<file path="config.mk">
export PLATFORM = sky130hd
export DESIGN_NAME = bus_pipe_ctrl
export DESIGN_NICKNAME = d
export VERILOG_FILES = /design/src/rtl/bus_pipe_pkg.sv /design/src/rtl/bpc_fsm.sv /design/src/rtl/bpc_addr_regs.sv /design/src/rtl/bus_pipe_ctrl.sv
export SDC_FILE = /design/constraint.sdc
export NUM_CORES = 1
export LEC_CHECK = 0
export BUFFER_PORTS_ARGS = -buffer_cell sky130_fd_sc_hd__buf_2
export CAP_MARGIN = 0
export CORE_MARGIN = 1.5
export CORE_UTILIZATION = 49
export CTS_CLUSTER_SIZE = 16
export DETAILED_ROUTE_END_ITERATION = 8
export PLACE_DENSITY = 0.84
export SLEW_MARGIN = 40
export SYNTH_ARGS = -nofsm -noshare
export SYNTH_HDL_FRONTEND = slang
export SYNTH_SLANG_ARGS = --single-unit
</file>
<file path="constraint.sdc">
create_clock -name clk -period 1.8 [get_ports clk]
set_clock_uncertainty 0.1 [all_clocks]
set_input_delay 0.09 -clock clk [delete_from_list [all_inputs] [get_ports clk]]
set_output_delay 0.09 -clock clk [all_outputs]
set_load 0.01 [all_outputs]
</file>
<file path="src/rtl/bus_pipe_pkg.sv">
package bus_pipe_pkg;

  typedef enum logic [2:0] {
    ST_IDLE  = 3'd0,
    ST_ADDR  = 3'd1,
    ST_DATA  = 3'd2,
    ST_OVLP  = 3'd3,
    ST_PEND  = 3'd4,
    ST_ARMED = 3'd5,
    ST_HOLD  = 3'd6
  } bus_st_e;

  // states in which an acknowledge completes the current cycle
  function automatic logic is_data_phase(bus_st_e s);
    return (s == ST_DATA) || (s == ST_ARMED) || (s == ST_OVLP) || (s == ST_PEND);
  endfunction

  // states that put a fresh address on the bus
  function automatic logic drives_strobe(bus_st_e s);
    return (s == ST_ADDR) || (s == ST_OVLP);
  endfunction

  // states whose bus address belongs to the early-issued request
  function automatic logic shows_next(bus_st_e s);
    return (s == ST_OVLP) || (s == ST_PEND);
  endfunction

  // states whose bus address belongs to the current cycle
  function automatic logic shows_cur(bus_st_e s);
    return (s == ST_ADDR) || (s == ST_DATA) || (s == ST_ARMED);
  endfunction

endpackage

</file>
<file path="src/rtl/bpc_fsm.sv">
module bpc_fsm
  import bus_pipe_pkg::*;
(
  input  logic    clk,
  input  logic    rst_n,
  input  logic    req_valid,
  input  logic    rdy,
  input  logic    nxt_addr,
  input  logic    hold_req,
  output bus_st_e st_q,
  output logic    load_cur,
  output logic    load_nxt,
  output logic    promote
);

  bus_st_e st_d;

  // named internal events
  logic cyc_ack;      // current cycle acknowledged this bus state
  logic na_sampled;   // early-address request taken in a plain data state
  logic late_req;     // request arriving while armed

  assign cyc_ack    = is_data_phase(st_q) && rdy;
  assign na_sampled = (st_q == ST_DATA) && !rdy && nxt_addr;
  assign late_req   = (st_q == ST_ARMED) && !rdy && req_valid;

  always_comb begin
    st_d     = st_q;
    load_cur = 1'b0;
    load_nxt = 1'b0;
    promote  = 1'b0;
    case (st_q)
      ST_IDLE: begin
        if (hold_req) begin
          st_d = ST_HOLD;
        end else if (req_valid) begin
          st_d     = ST_ADDR;
          load_cur = 1'b1;
        end
      end
      ST_ADDR: st_d = ST_DATA;
      ST_DATA, ST_ARMED: begin
        if (cyc_ack) begin
          if (hold_req) begin
            st_d = ST_HOLD;
          end else if (req_valid) begin
            st_d     = ST_ADDR;
            load_cur = 1'b1;
          end else begin
            st_d = ST_IDLE;
          end
        end else if ((na_sampled || late_req) && req_valid) begin
          st_d     = ST_OVLP;
          load_nxt = 1'b1;
        end else if (na_sampled) begin
          st_d = ST_ARMED;
        end
      end
      ST_OVLP, ST_PEND: begin
        if (cyc_ack) begin
          st_d    = ST_DATA;
          promote = 1'b1;
        end else begin
          st_d = ST_PEND;
        end
      end
      ST_HOLD: begin
        if (!hold_req) begin
          if (req_valid) begin
            st_d     = ST_ADDR;
            load_cur = 1'b1;
          end else begin
            st_d = ST_IDLE;
          end
        end
      end
      default: st_d = ST_IDLE;
    endcase
  end

  always_ff @(posedge clk or negedge rst_n) begin
    if (!rst_n) st_q <= ST_IDLE;
    else        st_q <= st_d;
  end

  AST_ADDR_THEN_DATA: assert property (@(posedge clk) disable iff (!rst_n)
    st_q == ST_ADDR |=> st_q == ST_DATA);

  AST_WAIT_STAYS: assert property (@(posedge clk) disable iff (!rst_n)
    (st_q == ST_DATA) && !rdy && !nxt_addr |=> st_q == ST_DATA);

  AST_ACK_TO_IDLE: assert property (@(posedge clk) disable iff (!rst_n)
    cyc_ack && !shows_next(st_q) && !hold_req && !req_valid |=> st_q == ST_IDLE);

  AST_NA_NO_REQ_ARMS: assert property (@(posedge clk) disable iff (!rst_n)
    na_sampled && !req_valid |=> st_q == ST_ARMED);

  AST_ARMED_ONCE: assert property (@(posedge clk) disable iff (!rst_n)
    (st_q == ST_ARMED) && !rdy && !req_valid |=> st_q == ST_ARMED);

  AST_LATE_OVERLAP: assert property (@(posedge clk) disable iff (!rst_n)
    late_req |=> st_q == ST_OVLP);

  AST_PIPE_TO_DATA: assert property (@(posedge clk) disable iff (!rst_n)
    shows_next(st_q) && rdy |=> st_q == ST_DATA);

  AST_HOLD_PRIORITY: assert property (@(posedge clk) disable iff (!rst_n)
    (st_q == ST_IDLE) && hold_req |=> st_q == ST_HOLD);

endmodule

</file>
<file path="src/rtl/bpc_addr_regs.sv">
module bpc_addr_regs
  import bus_pipe_pkg::*;
#(
  parameter int AW = 32
) (
  input  logic          clk,
  input  logic          rst_n,
  input  bus_st_e       st_q,
  input  logic          load_cur,
  input  logic          load_nxt,
  input  logic          promote,
  input  logic [AW-1:0] req_addr,
  input  logic          req_write,
  output logic [AW-1:0] bus_addr,
  output logic          bus_write
);

  localparam int SLOT_W = AW + 1;

  logic [SLOT_W-1:0] cur_q, nxt_q, req_slot;

  assign req_slot = {req_write, req_addr};

  always_ff @(posedge clk or negedge rst_n) begin
    if (!rst_n) begin
      cur_q <= '0;
      nxt_q <= '0;
    end else begin
      if (load_cur)     cur_q <= req_slot;
      else if (promote) cur_q <= nxt_q;
      if (load_nxt)     nxt_q <= req_slot;
    end
  end

  always_comb begin
    if (shows_next(st_q))      {bus_write, bus_addr} = nxt_q;
    else if (shows_cur(st_q))  {bus_write, bus_addr} = cur_q;
    else                       {bus_write, bus_addr} = '0;
  end

  AST_NO_DOUBLE_LOAD: assert property (@(posedge clk) disable iff (!rst_n)
    !(load_cur && (load_nxt || promote)));

endmodule

</file>
<file path="src/rtl/bus_pipe_ctrl.sv">
module bus_pipe_ctrl
  import bus_pipe_pkg::*;
#(
  parameter int AW = 32
) (
  input  logic          clk,
  input  logic          rst_n,
  input  logic          req_valid,
  input  logic [AW-1:0] req_addr,
  input  logic          req_write,
  output logic          req_take,
  input  logic          rdy,
  input  logic          nxt_addr,
  input  logic          hold_req,
  output logic          hold_ack,
  output logic          addr_strobe,
  output logic [AW-1:0] bus_addr,
  output logic          bus_write,
  output logic [2:0]    bus_state
);

  bus_st_e st_q;
  logic    load_cur, load_nxt, promote;

  bpc_fsm u_fsm (
    .clk       (clk),
    .rst_n     (rst_n),
    .req_valid (req_valid),
    .rdy       (rdy),
    .nxt_addr  (nxt_addr),
    .hold_req  (hold_req),
    .st_q      (st_q),
    .load_cur  (load_cur),
    .load_nxt  (load_nxt),
    .promote   (promote)
  );

  bpc_addr_regs #(.AW(AW)) u_regs (
    .clk       (clk),
    .rst_n     (rst_n),
    .st_q      (st_q),
    .load_cur  (load_cur),
    .load_nxt  (load_nxt),
    .promote   (promote),
    .req_addr  (req_addr),
    .req_write (req_write),
    .bus_addr  (bus_addr),
    .bus_write (bus_write)
  );

  assign req_take    = load_cur || load_nxt;
  assign hold_ack    = (st_q == ST_HOLD);
  assign addr_strobe = drives_strobe(st_q);
  assign bus_state   = st_q;

  AST_HOLD_QUIET: assert property (@(posedge clk) disable iff (!rst_n)
    hold_ack |-> !addr_strobe && (bus_addr == '0) && !bus_write);

  AST_TAKE_STROBES: assert property (@(posedge clk) disable iff (!rst_n)
    req_take |=> addr_strobe);

  AST_EARLY_ADDR_KEPT: assert property (@(posedge clk) disable iff (!rst_n)
    (bus_state == 3'd3 || bus_state == 3'd4) && rdy |=>
      (bus_addr == $past(bus_addr)) && (bus_write == $past(bus_write)));

  AST_STROBE_ONESHOT: assert property (@(posedge clk) disable iff (!rst_n)
    addr_strobe |=> !addr_strobe);

endmodule

</file>
==> summary.md, run 1 <==
| Metric | Value |
|---|---|
| Outcome | `finished, violations left` |
| Failing checks | `setup timing` |
| Top Layer Used | `met4` |
| I/O pins | `78` |
| Initial antenna violation count | `0` |
| Headroom to the max-slew limit | `0.738` |
| Slowest-stage cell, CP | `dfrtp_2` |
| Synth warnings | `0` |
| Via density | `5.54` |
| GR Overflow Total | `0` |
| Arrival @ worst endpoint | `2200 ps` |
| Cell Chain, Critical Path | `buf_6, nor3b_4, buf_4, o21ai_4, buf_6, clkbuf_16, mux2_4, mux2_4` |
| Area delta synth->final | `53.7%` |
| Slack of the critical path | `-280 ps` |
| Htree depth | `3` |
| Fin area | `0.00553 sq mm` |
| Rows | `31` |
| Power Total | `0.0103 W` |
| Die H | `88.7 microns` |
| Post-DR wirelength/cell | `19.3 microns` |
| Cell area after synthesis | `0.00360 sq mm` |
| Final period utilization | `1.16` |
| N_diodes | `0` |
| First-pass GRT wire length | `15100 microns` |
| Tmin final | `2080 ps` |
| Cell count after synthesis | `272` |
| Actual slew at the worst max-slew pin | `393 ps` |
| TritonCTS clock tree | `yes` |
| Max Fclk | `0.481 GHz` |
| Cell taking the most area after synthesis | `dfrtp_1` |
| Pins over their slew limit | `0` |
| Startpoint Class | `register` |
| Hpwl dp | `5060 microns` |
| # setup viols final | `99` |
| Routed wl met3 | `477 microns` |
| DRC violations left | `0` |
| Required @ worst endpoint | `1920 ps` |
| Layout cell share with drive strength beyond 1 | `0.624` |
| Hold_ws | `71.3 ps` |
| Worst hold path type | `primary input to register` |
| Antenna Nets Post-Route | `0` |
| Top cell type's share of synthesized area | `0.480` |
| Inserted Clock Buffers | `9` |
| Routability cong. | `0.873` |
| Post-Layout Cell Count | `530` |
| Die width | `88.7 microns` |
| WL met2 | `5500 microns` |
| Top FF cell, synth | `dfrtp_1` |
| Crit. End Element | `register` |
| Final Hold Viols | `0` |
| Clock sinks | `69` |
| Sequential-to-total area share from yosys stat | `0.480` |
| Core area | `0.00718 sq mm` |
| CP max FO | `8` |
| Max-cap viol count | `0` |
| Yosys reg bits | `69` |
| Die Footprint | `0.00786 sq mm` |
| Top delay family on crit path | `buffers and inverters` |
| CTS root buf | `clkbuf_8` |
| Clock-pin slew on the worst setup and hold paths | `70 ps` |
| Worst IR Drop VDD | `0.998 mV` |
| Critical path class | `register to register` |
| Power density over the cells | `1870 mW/mm^2` |
| CP Buf/Inv Count | `4` |
| Vias in the first global route | `3105` |
| Clock Latency Late Sink | `340 ps` |
| Fraction of registers with async set or reset after synthesis | `1.00` |
| WL final | `10200 microns` |
| Top cells by area, synth | `dfrtp_1 48%, mux2_2 27%, a22o_1 8.3%` |
| Pre-antenna DRT Iters | `4` |
| M1 wire length | `4160 microns` |
| All-Layer GR Usage | `0.259` |
| Yosys cell types | `41` |
| Placed instance area | `0.00435 sq mm` |
| Number of synthesized flops with an enable pin | `0` |
| Maximum root-to-sink buffer count | `2` |
| Iteration-0 DRC Markers | `105` |
| Layout Nets | `465` |
| RSZ-0062 raised after global routing | `true` |
| Leakage power | `2.75 nW` |
| Synth Area per Inst | `13.2 sq um` |
| DR vias | `2938` |
| Largest net degree at the start of global routing | `70` |
| Initial cell density of the core | `0.501` |
| Syn Nets | `311` |
| Worst stage delay on the critical path | `430 ps` |
| PortBufs | `77` |
| Dpl cells | `452` |
==> final timing paths <==
| check | startpoint | end | slack [ps] | cells past startpoint |
|---|---|---|---|---|
| worst max register to register | u_fsm.st_q[1]$_DFFE_PN0P_ | u_regs.cur_q[22]$_DFFE_PN0P_ | -280 | 8 |
| worst max-delay path | u_fsm.st_q[1]$_DFFE_PN0P_ | u_regs.cur_q[22]$_DFFE_PN0P_ | -280 | 8 |
| worst min-delay path | hold_req | u_fsm.st_q[0]$_DFFE_PN0P_ | 70 | 3 |
| worst min register to register | u_regs.nxt_q[10]$_DFFE_PN0P_ | u_regs.nxt_q[10]$_DFFE_PN0P_ | 430 | 1 |
| min in group asynchronous | rst_n | u_regs.nxt_q[23]$_DFFE_PN0P_ | 200 | 3 |
| max in group asynchronous | rst_n | u_fsm.st_q[1]$_DFFE_PN0P_ | 1040 | 3 |
==> state kept, by name (all words and copies together), names as in the netlist <==
name	count
u_fsm.st_q	3
u_regs.cur_q	33
u_regs.nxt_q	33
==> area by class of cell <==
type | count | area (sq um)
flip-flops and latches | 69 | 1730
well taps | 99 | 124
multi-input cells | 179 | 2010
inverters | 4 | 15.0
repair buffers | 163 | 1450
fillers | 441 | 1650
clock inverters | 4 | 47.5
clock buffers | 12 | 145
==> logic make-up after synthesis <==
kind of cell,Yosys count,share of synthesized area
AO/OA/AOI/OAI,53,0.120
buffers and inverters,24,0.0355
flip-flops,69,0.480
multiplexers,100,0.314
AND/OR/NAND/NOR,26,0.0498
==> cells in the final DEF (no fill, tap or decap), drive strengths merged, types with 2 or more instances in the layout <==
cell / count
or4: 2
o21ai: 6
a22o: 34
buf: 127
nor3b: 2
dfrtp: 69
nand2: 4
clkinv: 2
a21oi: 3
clkbuf: 14
inv: 4
dlygate4sd3: 34
nor2b: 4
a21o: 2
mux2: 100
nor2: 3
==> Yosys cell counts, types with 2 or more instances <==
master   count
or4_1        2
o21ai_0      4
buf_4        5
inv_1        4
a21o_1       2
nor2b_1      4
nor2_1       3
buf_1        4
mux2_1      14
o21ai_2      2
buf_2        9
nand2_1      3
dfrtp_1     69
mux2_2      85
a22o_1      34
a21oi_1      3
==> stage by stage <==
step	utilization	setup TNS (ps)	setup WS [ps]
global route	0.770	-24070	-339
global placement	0.606	-4220	-102
floorplan	-	-903	-43.9
CTS	0.737	-16690	-242
detailed placement	0.606	-6320	-150
finish	0.770	-18960	-280
==> metal layers <==
layer  global-route usage  up-vias
li1                     -     1333
met1                0.302     1504
met2                0.468       91
met3               0.0728       10
met4               0.0668        0
met5                    0        -
==> worst register-to-register path, cell delays in order (launching register included) <==
cell and delay (ps):
dfrtp_2 430, buf_6 130, nor3b_4 210, buf_4 150, o21ai_4 70, buf_6 150
clkbuf_16 170, mux2_4 310, mux2_4 250
==> power by group <==
group	internal [W]	switching, W	total (W)
registers	0.00234	0.000558	0.00290
clock network	0.000674	0.000563	0.00124
logic	0.00370	0.00248	0.00618
==> repair_timing <==
action	in CTS	in global routing
endpoints found under the hold margin	135	0
gates resized for setup	46	38
setup buffers	16	7
pin swaps	12	13
hold buffers	34	0
endpoints found under the setup margin	103	100
cloned	4	2
No activity file was read; power rests on OpenSTA's default activity.
==> run 2, diff against run 1 <==
--- a/config.mk
+++ b/config.mk
@@ -5,13 +5,14 @@
 export SDC_FILE = /design/constraint.sdc
 export NUM_CORES = 1
 export LEC_CHECK = 0
+export ABC_CLOCK_PERIOD_IN_PS = 1800
 export BUFFER_PORTS_ARGS = -buffer_cell sky130_fd_sc_hd__buf_2
 export CAP_MARGIN = 0
 export CORE_MARGIN = 1.5
-export CORE_UTILIZATION = 49
+export CORE_UTILIZATION = 45
 export CTS_CLUSTER_SIZE = 16
 export DETAILED_ROUTE_END_ITERATION = 8
-export PLACE_DENSITY = 0.84
+export PLACE_DENSITY = 0.79
 export SLEW_MARGIN = 40
 export SYNTH_ARGS = -nofsm -noshare
 export SYNTH_HDL_FRONTEND = slang
==> constraint.sdc (replaced) <==
create_clock -name clk -period 1.8 [get_ports clk]
set_clock_uncertainty 0.1 [all_clocks]
set_input_delay 0.09 -clock clk [delete_from_list [all_inputs] [get_ports clk]]
set_output_delay 0.09 -clock clk [all_outputs]
set_load 0.02 [all_outputs]
==> run 2 against run 1 <==
Against the previous run: combinational power is 19% higher; maximum frequency decreased by 1.3%; die area rose by 8.6%; global-route usage down 4.7 points; via count is 0.10% higher; clock power is 19% higher; the run still ends with setup timing left; core utilization decreased by 1.7 points; register-to-register slack is essentially flat; power rose by 14%; wire length up 4.0%.
==> summary.md, run 2 (synthesis gave the netlist of run 1 again) <==
| Metric | Value |
|---|---|
| I/O pins | `78` |
| Iteration-0 DRC Markers | `60` |
| TritonCTS clock tree | `yes` |
| Die Footprint | `0.00854 sq mm` |
| DRC violations left | `0` |
| Clock-pin slew on the worst setup and hold paths | `80 ps` |
| N_diodes | `0` |
| Worst Setup SP | `u_fsm.st_q[1]$_DFFE_PN0P_` |
| Commonest cells after routing, fill and taps aside | `66 x dfrtp_1, 53 x mux2_4, 47 x mux2_2, 47 x buf_2, 42 x buf_6` |
| Initial cell density of the core | `0.465` |
| Routability cong. | `0.867` |
| Final core utilization | `0.753` |
| Inserted Clock Buffers | `9` |
| Area delta synth->final | `61.8%` |
| RSZ-0062 raised after global routing | `true` |
| Fin area | `0.00582 sq mm` |
| DR vias | `2941` |
| # setup viols final | `103` |
| CTS root buf | `clkbuf_8` |
| Post-Layout Cell Count | `537` |
| Slack of the critical path | `-307 ps` |
| Pre-antenna DRT Iters | `4` |
| Max Fclk | `0.475 GHz` |
| Top Layer Used | `met4` |
| Most common cell after layout, fill and taps aside | `dfrtp_1` |
| Critical path class | `register to output port` |
| Layout cell share with drive strength beyond 1 | `0.630` |
| Dpl cells | `453` |
| Layout Nets | `469` |
| Clock sinks | `69` |
| Initial antenna violation count | `0` |
| Vias in the first global route | `2939` |
| Headroom to the max-slew limit | `0.731` |
| Failing checks | `setup timing` |
| GR Overflow Total | `0` |
| Worst IR Drop VDD | `1.12 mV` |
| Outcome | `finished, violations left` |
| Arrival @ worst endpoint | `1920 ps` |
| Leakage power | `2.88 nW` |
| Hpwl dp | `5280 microns` |
| Final period utilization | `1.17` |
| Via density | `5.48` |
| Pins over their slew limit | `0` |
| Post-DR wirelength/cell | `19.8 microns` |
| Maximum root-to-sink buffer count | `2` |
| Required @ worst endpoint | `1610 ps` |
| Final Hold Viols | `0` |
| WL final | `10600 microns` |
| Hold Startpoint | `hold_req` |
| WL met2 | `5550 microns` |
| Antenna Nets Post-Route | `0` |
| Actual slew at the worst max-slew pin | `404 ps` |
| M1 wire length | `4360 microns` |
| Largest net degree at the start of global routing | `54` |
| Die H | `92.4 microns` |
| Core area | `0.00773 sq mm` |
| First-pass GRT wire length | `14200 microns` |
| Die width | `92.4 microns` |
| Routed wl met3 | `533 microns` |
| Worst hold path type | `primary input to register` |
| Max-cap viol count | `0` |
| R2R Path Start | `u_fsm.st_q[1]$_DFFE_PN0P_` |
| Clock Latency Late Sink | `340 ps` |
| Startpoint Class | `register` |
| Largest registers | `u_regs.cur_q (33), u_regs.nxt_q (33), u_fsm.st_q (3)` |
| CP max FO | `7` |
| Tmin final | `2110 ps` |
| All-Layer GR Usage | `0.212` |
| Htree depth | `3` |
| PortBufs | `77` |
| Crit. End Element | `output port` |
| Rows | `32` |
| Placed instance area | `0.00427 sq mm` |
| Power density over the cells | `2020 mW/mm^2` |
==> run 2: cell types whose count changed in the layout (fill, tap and decap cells not counted), moves of 3 or more <==
| cell | change |
|---|---|
| buf_6 | +31 |
| buf_2 | -28 |
| inv_6 | +3 |
| clkbuf_16 | +4 |
| mux2_4 | +8 |
| mux2_2 | -8 |
==> run 2: cell type report <==
type	instances	area, sq um
Clock inverter	7	105
Inverter	4	15.0
Timing Repair Buffer	167	1660
Fill cell	461	1910
Sequential cell	69	1730
Tap cell	102	128
Multi-Input combinational cell	179	2050
Clock buffer	9	124
==> run 2: stage by stage <==
stage | setup slack [ps] | total power (W) | hold WS [ps] | setup TNS [ps]
3_3_place_gp | -73.3 | 0.00758 | -65.9 | -2480
6_report | -307 | 0.0118 | 54.6 | -22340
4_1_cts | -265 | 0.00999 | 32.9 | -16030
5_1_grt | -350 | 0.0123 | 70.5 | -27220
2_1_floorplan | -61.8 | 0.00630 | -306 | -2130
3_5_place_dp | -124 | 0.00776 | -63.4 | -3530
==> run 2: final timing paths <==
check / depth (start not counted) / slack (ps) / endpoint
worst min register to register: 1 / 440 / u_regs.nxt_q[30]$_DFFE_PN0P_
worst min-delay path: 3 / 50 / u_fsm.st_q[0]$_DFFE_PN0P_
worst max register to register: 7 / -270 / u_regs.cur_q[31]$_DFFE_PN0P_
worst max-delay path: 5 / -310 / bus_addr[19]
max in group asynchronous: 3 / 860 / u_fsm.st_q[2]$_DFFE_PN0P_
min in group asynchronous: 2 / 100 / u_regs.nxt_q[27]$_DFFE_PN0P_
==> run 2: metal layers <==
layer	global-route usage	vias up
met5	0	-
met4	0.0615	0
met3	0.0525	18
met2	0.376	93
met1	0.252	1490
li1	-	1340
==> run 2: where the power goes <==
part / switching, W / internal, W / total (W)
combinational: 0.00310 / 0.00427 / 0.00737
clock: 0.000663 / 0.000804 / 0.00147
sequential: 0.000585 / 0.00234 / 0.00293
total: 0.00435 / 0.00742 / 0.0118
==> run 2: repair_timing <==
| action | 4_1_cts | 5_1_grt |
|---|---|---|
| pin swaps | 5 | 17 |
| hold buffers | 34 | 0 |
| gates resized for setup | 44 | 113 |
| hold endpoints to repair | 135 | 0 |
| gates cloned | 4 | 6 |
| buffers inserted | 7 | 17 |
| setup endpoints to repair | 103 | 103 |
==> run 2: critical path: stages, from the launching register on <==
cell and delay (ps):
dfrtp_2 450, and3b_2 240, or2_4 310, clkbuf_16 180
a22o_1 240, buf_2 160
==> run 3, diff against run 2 <==
--- a/config.mk
+++ b/config.mk
@@ -13,7 +13,6 @@
 export CTS_CLUSTER_SIZE = 16
 export DETAILED_ROUTE_END_ITERATION = 8
 export PLACE_DENSITY = 0.79
-export SLEW_MARGIN = 40
 export SYNTH_ARGS = -nofsm -noshare
 export SYNTH_HDL_FRONTEND = slang
 export SYNTH_SLANG_ARGS = --single-unit
==> constraint.sdc (replaced) <==
create_clock -name clk -period 1.8 [get_ports clk]
set_clock_uncertainty 0.1 [all_clocks]
set_input_delay 0.09 -clock clk [delete_from_list [all_inputs] [get_ports clk]]
set_output_delay 0.09 -clock clk [all_outputs]
set_load 0.01 [all_outputs]
==> run 3 against run 2 <==
Against the previous run: the flow still finishes with violations (setup timing); die area unchanged; sequential cell count unchanged; core utilization decreased by 3.4 points; count of clock-buffer cells in the layout increased by 2; design area decreased by 4.6%; via count decreased by 1.2%; non-clock buffer count decreased by 8; clock power about the same; maximum frequency increased by 2.8%; critical path depth unchanged.
==> summary.md, run 3 (synthesis gave the netlist of run 1 again) <==
| Metric | Value |
|---|---|
| Clock sinks | `69` |
| Max Fclk | `0.488 GHz` |
| Hpwl dp | `5260 microns` |
| Post-Layout Cell Count | `529` |
| Routability cong. | `0.872` |
| Critical path class | `register to output port` |
| TritonCTS clock tree | `yes` |
| Die H | `92.4 microns` |
| Worst hold path type | `primary input to register` |
| Setup TNS | `-16160 ps` |
| Die Footprint | `0.00854 sq mm` |
| Largest net degree at the start of global routing | `37` |
| Required @ worst endpoint | `1610 ps` |
| Clock Latency Late Sink | `330 ps` |
| Inserted Clock Buffers | `9` |
| R2r setup slk | `-210 ps` |
| First-pass GRT wire length | `14200 microns` |
| R2R depth | `6` |
| WL final | `9980 microns` |
| N_diodes | `0` |
| Tmin final | `2050 ps` |
| CTS root buf | `clkbuf_8` |
| Pins over their slew limit | `0` |
| Antenna Nets Post-Route | `0` |
| Maximum root-to-sink buffer count | `2` |
| I/O pins | `78` |
| Power density over the cells | `1880 mW/mm^2` |
| Slack of the critical path | `-250 ps` |
| Via density | `5.50` |
| Most common cell after layout, fill and taps aside | `buf_2` |
| DR vias | `2907` |
| Startpoint Class | `register` |
| Initial cell density of the core | `0.465` |
| Final Hold Viols | `0` |
| GR Overflow Total | `0` |
| DP Worst Slack | `-130 ps` |
| Hold path endpoint | `u_fsm.st_q[0]$_DFFE_PN0P_` |
| Crit. End Element | `output port` |
| Final core utilization | `0.719` |
| WHS Path Cells | `3` |
| Outcome | `finished, violations left` |
| Final period utilization | `1.14` |
| Failing checks | `setup timing` |
| Iteration-0 DRC Markers | `77` |
| Area delta synth->final | `54.5%` |
| # setup viols final | `96` |
| Headroom to the max-slew limit | `0.684` |
| Worst IR Drop VDD | `1.04 mV` |
| Hold Startpoint | `hold_req` |
| Worst Setup SP | `u_fsm.st_q[1]$_DFFE_PN0P_` |
| Clock-pin slew on the worst setup and hold paths | `80 ps` |
| Pre-antenna DRT Iters | `4` |
| Max-cap viol count | `0` |
| Dpl cells | `457` |
| Htree depth | `3` |
| Layout cell share with drive strength beyond 1 | `0.616` |
| Core area | `0.00773 sq mm` |
| Commonest cells after routing, fill and taps aside | `75 x buf_2, 66 x dfrtp_1, 59 x mux2_4` |
| Layout Nets | `461` |
| Reg-to-Reg End | `u_regs.cur_q[29]$_DFFE_PN0P_` |
| Vias in the first global route | `2940` |
| DRC violations left | `0` |
| Hold_ws | `79.3 ps` |
| All-Layer GR Usage | `0.214` |
| RSZ-0062 raised after global routing | `true` |
| Initial antenna violation count | `0` |
| CP max FO | `19` |
| R2R Path Start | `u_fsm.st_q[1]$_DFFE_PN0P_` |
| Post-DR wirelength/cell | `18.9 microns` |
| Largest registers | `u_regs.cur_q (33), u_regs.nxt_q (33), u_fsm.st_q (3)` |
| Arrival @ worst endpoint | `1860 ps` |
| Actual slew at the worst max-slew pin | `474 ps` |
| PortBufs | `77` |
| Rows | `32` |
| Die width | `92.4 microns` |
| Leakage power | `2.83 nW` |
[run 3: worst max-delay path: stages, from the launching register on]
cell,delay [ps]
dfrtp_2,450
and3b_2,240
or2_4,260
buf_12,160
a22o_1,250
buf_2,150
[run 3: cell type report]
type / count / area [sq um]
fill: 505 / 2170
tap: 102 / 128
timing repair buffer: 159 / 1400
clock buffer: 11 / 151
sequential: 69 / 1730
multi-input combinational: 179 / 2050
clock inverter: 5 / 81.3
inverter: 4 / 15.0
[run 3: power by group]
group | internal [W] | switching, W
clock | 0.000859 | 0.000595
sequential | 0.00234 | 0.000557
combinational | 0.00366 | 0.00241
total | 0.00686 | 0.00356
[run 3: layer usage]
| metal | global-route usage | share of wire | routed length [microns] |
|---|---|---|---|
| met5 | 0 | 0 | 0 |
| met4 | 0.0705 | 0.0057 | 57 |
| met3 | 0.0427 | 0.036 | 363 |
| met2 | 0.382 | 0.53 | 5290 |
| met1 | 0.257 | 0.43 | 4260 |
[run 3: what timing repair did]
action                                  CTS  global route
cloned                                    4             5
pin swaps                                 6            10
hold buffers                             34             0
gates resized for setup                  19            71
buffers inserted                          8             9
endpoints found under the hold margin   119             0
endpoints found under the setup margin  103           103
[run 3: stage by stage]
step | total power [W] | instance area (sq um)
2_1_floorplan | 0.00583 | 3650
3_3_place_gp | 0.00733 | 4340
3_5_place_dp | 0.00747 | 4340
4_1_cts | 0.00960 | 5170
5_1_grt | 0.0109 | 5550
6_report | 0.0104 | 5550
[run 3: worst max-delay path by stage]
stage               depth (start not counted)  slack, ps                            to
finish                                      5       -250                   bus_addr[0]
global route                                5       -300                  bus_addr[21]
CTS                                         5       -260                  bus_addr[21]
detailed placement                          5       -130   u_regs.cur_q[1]$_DFFE_PN0P_
global placement                            6       -110     u_fsm.st_q[0]$_DFFE_PN0P_
floorplan                                   5        -40  u_regs.cur_q[13]$_DFFE_PN0P_
